<file path="src/rtl/conceal_pkg.sv">
package conceal_pkg;
    parameter int SAMPLE_W = 24;

    typedef struct packed {
        logic [SAMPLE_W-1:0] l;
        logic [SAMPLE_W-1:0] r;
    } stereo_t;

    typedef enum logic [1:0] {
        SEL_PASS = 2'd0,
        SEL_HOLD = 2'd1,
        SEL_ZERO = 2'd2
    } out_sel_e;

    function automatic out_sel_e pick_sel(
        input logic perr,
        input logic run_severe,
        input logic locked,
        input logic np_eff,
        input logic np_mute
    );
        if (!locked || (perr && run_severe) || (np_mute && np_eff))
            return SEL_ZERO;
        else if (perr && !np_eff)
            return SEL_HOLD;
        else
            return SEL_PASS;
    endfunction
endpackage

</file>
<file path="src/rtl/conceal_history.sv">
module conceal_history
    import conceal_pkg::*;
(
    input  logic    clk,
    input  logic    rst,
    input  logic    frame_vld,
    input  logic    parity_err,
    input  stereo_t live,
    input  logic    nonpcm,
    output stereo_t last_good,
    output logic    np_held
);
    logic good_frame;
    assign good_frame = frame_vld && !parity_err;

    always_ff @(posedge clk) begin
        if (rst) begin
            last_good <= '0;
            np_held   <= 1'b0;
        end else if (good_frame) begin
            last_good <= live;
            np_held   <= nonpcm;
        end
    end
endmodule

</file>
<file path="src/rtl/conceal_decide.sv">
module conceal_decide
    import conceal_pkg::*;
#(
    parameter int RUN_W    = 4,
    parameter int MUTE_RUN = 9
) (
    input  logic             parity_err,
    input  logic [RUN_W-1:0] err_run,
    input  logic             lock_ok,
    input  logic             nonpcm,
    input  logic             np_held,
    input  logic             nonpcm_mute_en,
    output out_sel_e         sel
);
    localparam logic [RUN_W-1:0] RUN_LIMIT = RUN_W'(MUTE_RUN);

    logic np_eff;
    logic run_severe;

    assign np_eff     = parity_err ? np_held : nonpcm;
    assign run_severe = (err_run >= RUN_LIMIT);

    always_comb begin
        sel = pick_sel(parity_err, run_severe, lock_ok, np_eff, nonpcm_mute_en);
    end
endmodule

</file>
<file path="src/rtl/conceal_outreg.sv">
module conceal_outreg
    import conceal_pkg::*;
(
    input  logic     clk,
    input  logic     rst,
    input  logic     frame_vld,
    input  out_sel_e sel,
    input  stereo_t  live,
    input  stereo_t  last_good,
    output stereo_t  q
);
    stereo_t nxt;

    always_comb begin
        unique case (sel)
            SEL_PASS: nxt = live;
            SEL_HOLD: nxt = last_good;
            default:  nxt = '0;
        endcase
    end

    always_ff @(posedge clk) begin
        if (rst)
            q <= '0;
        else if (frame_vld)
            q <= nxt;
    end
endmodule

</file>
<file path="src/rtl/audio_conceal.sv">
module audio_conceal
    import conceal_pkg::*;
#(
    parameter int RUN_W    = 4,
    parameter int MUTE_RUN = 9
) (
    input  logic                clk,
    input  logic                rst,
    input  logic [SAMPLE_W-1:0] in_left,
    input  logic [SAMPLE_W-1:0] in_right,
    input  logic                frame_vld,
    input  logic                parity_err,
    input  logic [RUN_W-1:0]    err_run,
    input  logic                lock_ok,
    input  logic                nonpcm,
    input  logic                nonpcm_mute_en,
    output logic [SAMPLE_W-1:0] out_left,
    output logic [SAMPLE_W-1:0] out_right
);
    stereo_t  live;
    stereo_t  last_good;
    stereo_t  q;
    logic     np_held;
    out_sel_e sel;

    assign live.l = in_left;
    assign live.r = in_right;

    conceal_history u_hist (
        .clk        (clk),
        .rst        (rst),
        .frame_vld  (frame_vld),
        .parity_err (parity_err),
        .live       (live),
        .nonpcm     (nonpcm),
        .last_good  (last_good),
        .np_held    (np_held)
    );

    conceal_decide #(.RUN_W(RUN_W), .MUTE_RUN(MUTE_RUN)) u_dec (
        .parity_err     (parity_err),
        .err_run        (err_run),
        .lock_ok        (lock_ok),
        .nonpcm         (nonpcm),
        .np_held        (np_held),
        .nonpcm_mute_en (nonpcm_mute_en),
        .sel            (sel)
    );

    conceal_outreg u_out (
        .clk       (clk),
        .rst       (rst),
        .frame_vld (frame_vld),
        .sel       (sel),
        .live      (live),
        .last_good (last_good),
        .q         (q)
    );

    assign out_left  = q.l;
    assign out_right = q.r;
endmodule

</file>
<file path="config.mk">
export PLATFORM = sky130hd
export DESIGN_NAME = audio_conceal
export DESIGN_NICKNAME = d
export VERILOG_FILES = /design/src/rtl/conceal_pkg.sv /design/src/rtl/conceal_history.sv /design/src/rtl/conceal_decide.sv /design/src/rtl/conceal_outreg.sv /design/src/rtl/audio_conceal.sv
export SDC_FILE = /design/constraint.sdc
export NUM_CORES = 1
export LEC_CHECK = 0
export ABC_CLOCK_PERIOD_IN_PS = 3400
export BUFFER_PORTS_ARGS = -buffer_cell sky130_fd_sc_hd__buf_2
export CAP_MARGIN = 20
export CORE_ASPECT_RATIO = 1.5
export CORE_MARGIN = 8
export CORE_UTILIZATION = 56
export DETAILED_ROUTE_END_ITERATION = 16
export PLACE_DENSITY = 0.85
export SYNTH_ARGS = -nofsm -noshare
export SYNTH_HDL_FRONTEND = slang
export SYNTH_SLANG_ARGS = --single-unit
export TNS_END_PERCENT = 20
</file>
<file path="constraint.sdc">
create_clock -name clk -period 3.4 [get_ports clk]
set_clock_uncertainty 0.05 [all_clocks]
set_input_delay 0.34 -clock clk [delete_from_list [all_inputs] [get_ports clk]]
set_output_delay 0.34 -clock clk [all_outputs]
set_load 0.005 [all_outputs]
</file>
==> results.yml <==
floorplanning:
  die_w_um: 83.46
  start_util_pct: 56.55
  dieArea_mm2: 0.009780
  io_pins: 107
  row_count: 37
  core_mm2: 0.006759
  die_h_um: 117.2
clock_network:
  numCtsBuffers: 9
  insertion_delay_ns: 0.36
  cts.path.max_buffers: 2
  postCtsHoldBufs: 0
  cts_setup_buffers: 0
  path_clk_slew_ns: 0.09
  cts-resized-gates: 0
  cts_root_buf: "clkbuf_8"
  htree_levels: 3
  cts_sinks: 97
  cts_tree: "yes"
global_route:
  grtUsageTotal_pct: 19.57
  antenna_found_initial: 1
  grt_pass1_wl_um: 15860
  grt_overflow_total: 0
  grt_max_degree: 97
  grt_pass1_vias: 3582
layout:
  final_common_cell: "buf_2"
  diodes: 0
  fin_util_pct: 67.62
  layout_common_cells: "105 x buf_2, 98 x nand2_1, 97 x dfxtp_1"
  area.growth.synth_to_final_pct: 19.57
  layoutNonFillerInstCount: 606
  drive_gt1_share_pct: 24.05
  nets: 582
yosys:
  synth_area_mm2: 0.003822
  ys_warn_count: 0
  yosysTopAreaCellShare_pct: 50.80
  synth_area_per_cell_um2: 8.747
  yosysSeqAreaShare_pct: 50.80
  ys_ff_latch: 97
  synth_area_leaders: "dfxtp_1 51%, mux2i_1 13%, nand2_1 9.6%"
  yosysTopAreaCell: "dfxtp_1"
  syn_nets: 496
  syn_inst: 437
  ys_types: 19
power_and_ir_drop:
  p_int_uw: 1639
  seqPwrFrac_pct: 55.5
  power.total_uw: 2170
  swShare_pct: 24.47
  ir_worst_vdd_mv: 0.3538
  clock_power_share_pct: 33.5
  p_switching_uw: 531.0
  power_leakage_uw: 0.001951
  p_per_area_mw_per_mm2: 474.9
  comb_power_share_pct: 11.0
timing:
  fin_setup_tns_ns: 0
  finalCritPeriodShare_pct: 63.25
  rsz0062_at_grt: "no"
  slew_headroom_pct: 27.69
  hold_viol: 0
  final-setup-viol-count: 0
  max_freq_mhz: 465.0
  period_needed_ns: 2.150
  max_slew.worst_pin.slew_ns: 1.082
  drv_slew: 0
critical_path:
  path_buf_inv: 1
  critPathSlowestCell: "o311ai_4"
  crit_family: "compound AO/OA/AOI/OAI gates"
  cp.required_ns: 3.58
  endpoint_kind: "register"
  path_class: "reg -> reg"
  path_max_fanout: 25
  reg2reg_slack_ns: 1.25
  cp_cell_sequence: "nand2b_1 -> nor2_1 -> o311ai_4 -> buf_4 -> o22ai_1"
  start_kind: "register"
  cp_slowest_stage_delay_ns: 0.91
  arrival_ns: 2.33
routing:
  drtPass1Iterations: 5
  wl_per_cell_um: 16.25
  detailroute.via_count: 3518
  wirelength_um: 9849
  drt-initial-drc-count: 273
  viasPerCell: 5.805
  antenna_left: 0
  drc_errors: 0
hold_path:
  min_path_type: "in -> reg"
run_status:
  status: "finished clean"
placement:
  portBuffers: 106
  place_congestion: 0.7547
  hpwl_um: 6356
  numPlacedInstances: 589
job:
  cap_violations: 0
==> metrics by stage <==
step                      hold WS, ns  area, um^2  worst slack (ns)
final                          0.1653        4571             1.250
after detailed placement       0.3963        4354             1.080
after floorplan                0.3860        3822             1.913
after global routing           0.1687        4571             1.105
after CTS                      0.1530        4543             1.240
after global placement         0.3906        4354             1.105
==> layout make-up <==
cell class	count	area, um^2
clock buffers	13	148.9
clock inverters	3	40.04
fillers	564	2188
inverters	1	3.754
multi-input cells	302	1728
flip-flops and latches	97	1942
well taps	78	97.59
repair buffers	112	610.6
==> sequential cells by signal, indices dropped and copies added, names as in the netlist <==
name,count
u_out.q,48
u_hist.last_good,48
u_hist.np_held,1
==> kinds of logic (layout without fill, tap and decap cells) <==
logic type / count (synthesis) / after routing / synth area share, %
multiplexers: 48 / 48 / 12.57
buffers and inverters: 38 / 129 / 4.517
AND/OR/NAND/NOR: 104 / 104 / 10.57
AO/OA/AOI/OAI: 150 / 150 / 21.54
flip-flops: 97 / 97 / 50.80
==> tightest hold or removal path: cells and delay by family <==
family / cells / cell delay [ns]
AND/OR/NAND/NOR: 1 / 0.05
buffers and inverters: 1 / 0.10
AO/OA/AOI/OAI: 1 / 0.05
==> Yosys cell counts <==
master,number
mux2i_1,48
a21boi_1,1
and2b_1,1
o21ai_1,1
buf_2,12
o21ai_0,47
nor2_1,1
nor4_1,1
o22ai_1,48
inv_1,1
clkbuf_1,23
nand2b_1,3
o31ai_1,1
o311ai_1,1
a21oi_1,50
nand2_1,98
a211o_1,1
dfxtp_1,97
buf_6,2
==> power by group through the flow <==
stage	combinational [uW]	sequential [uW]	clock, uW
2_1_floorplan	144	1230	0
3_3_place_gp	228	1230	0
3_5_place_dp	234	1230	0
4_1_cts	236	1200	746
5_1_grt	263	1210	783
6_report	238	1210	727
==> final timing paths <==
kind                                                         from                                end  cells past startpoint
worst max-delay path                  u_hist.np_held$_SDFFE_PP0P_           u_out.q[22]$_SDFFE_PP0P_                      5
worst min-delay path                                   in_left[9]  u_hist.last_good[33]$_SDFFE_PP0P_                      3
worst max register to register        u_hist.np_held$_SDFFE_PP0P_           u_out.q[22]$_SDFFE_PP0P_                      5
worst min register to register  u_hist.last_good[28]$_SDFFE_PP0P_  u_hist.last_good[28]$_SDFFE_PP0P_                      2
==> per-layer routing <==
layer	GRT usage [%]	up-vias	share of wire [%]
met2	33.25	119	48
met3	5.679	19	6.3
met4	9.942	2	2.0
met1	22.01	1664	43
li1	-	1714	-
met5	0	-	0.13
No activity file was read; power rests on OpenSTA's default activity.
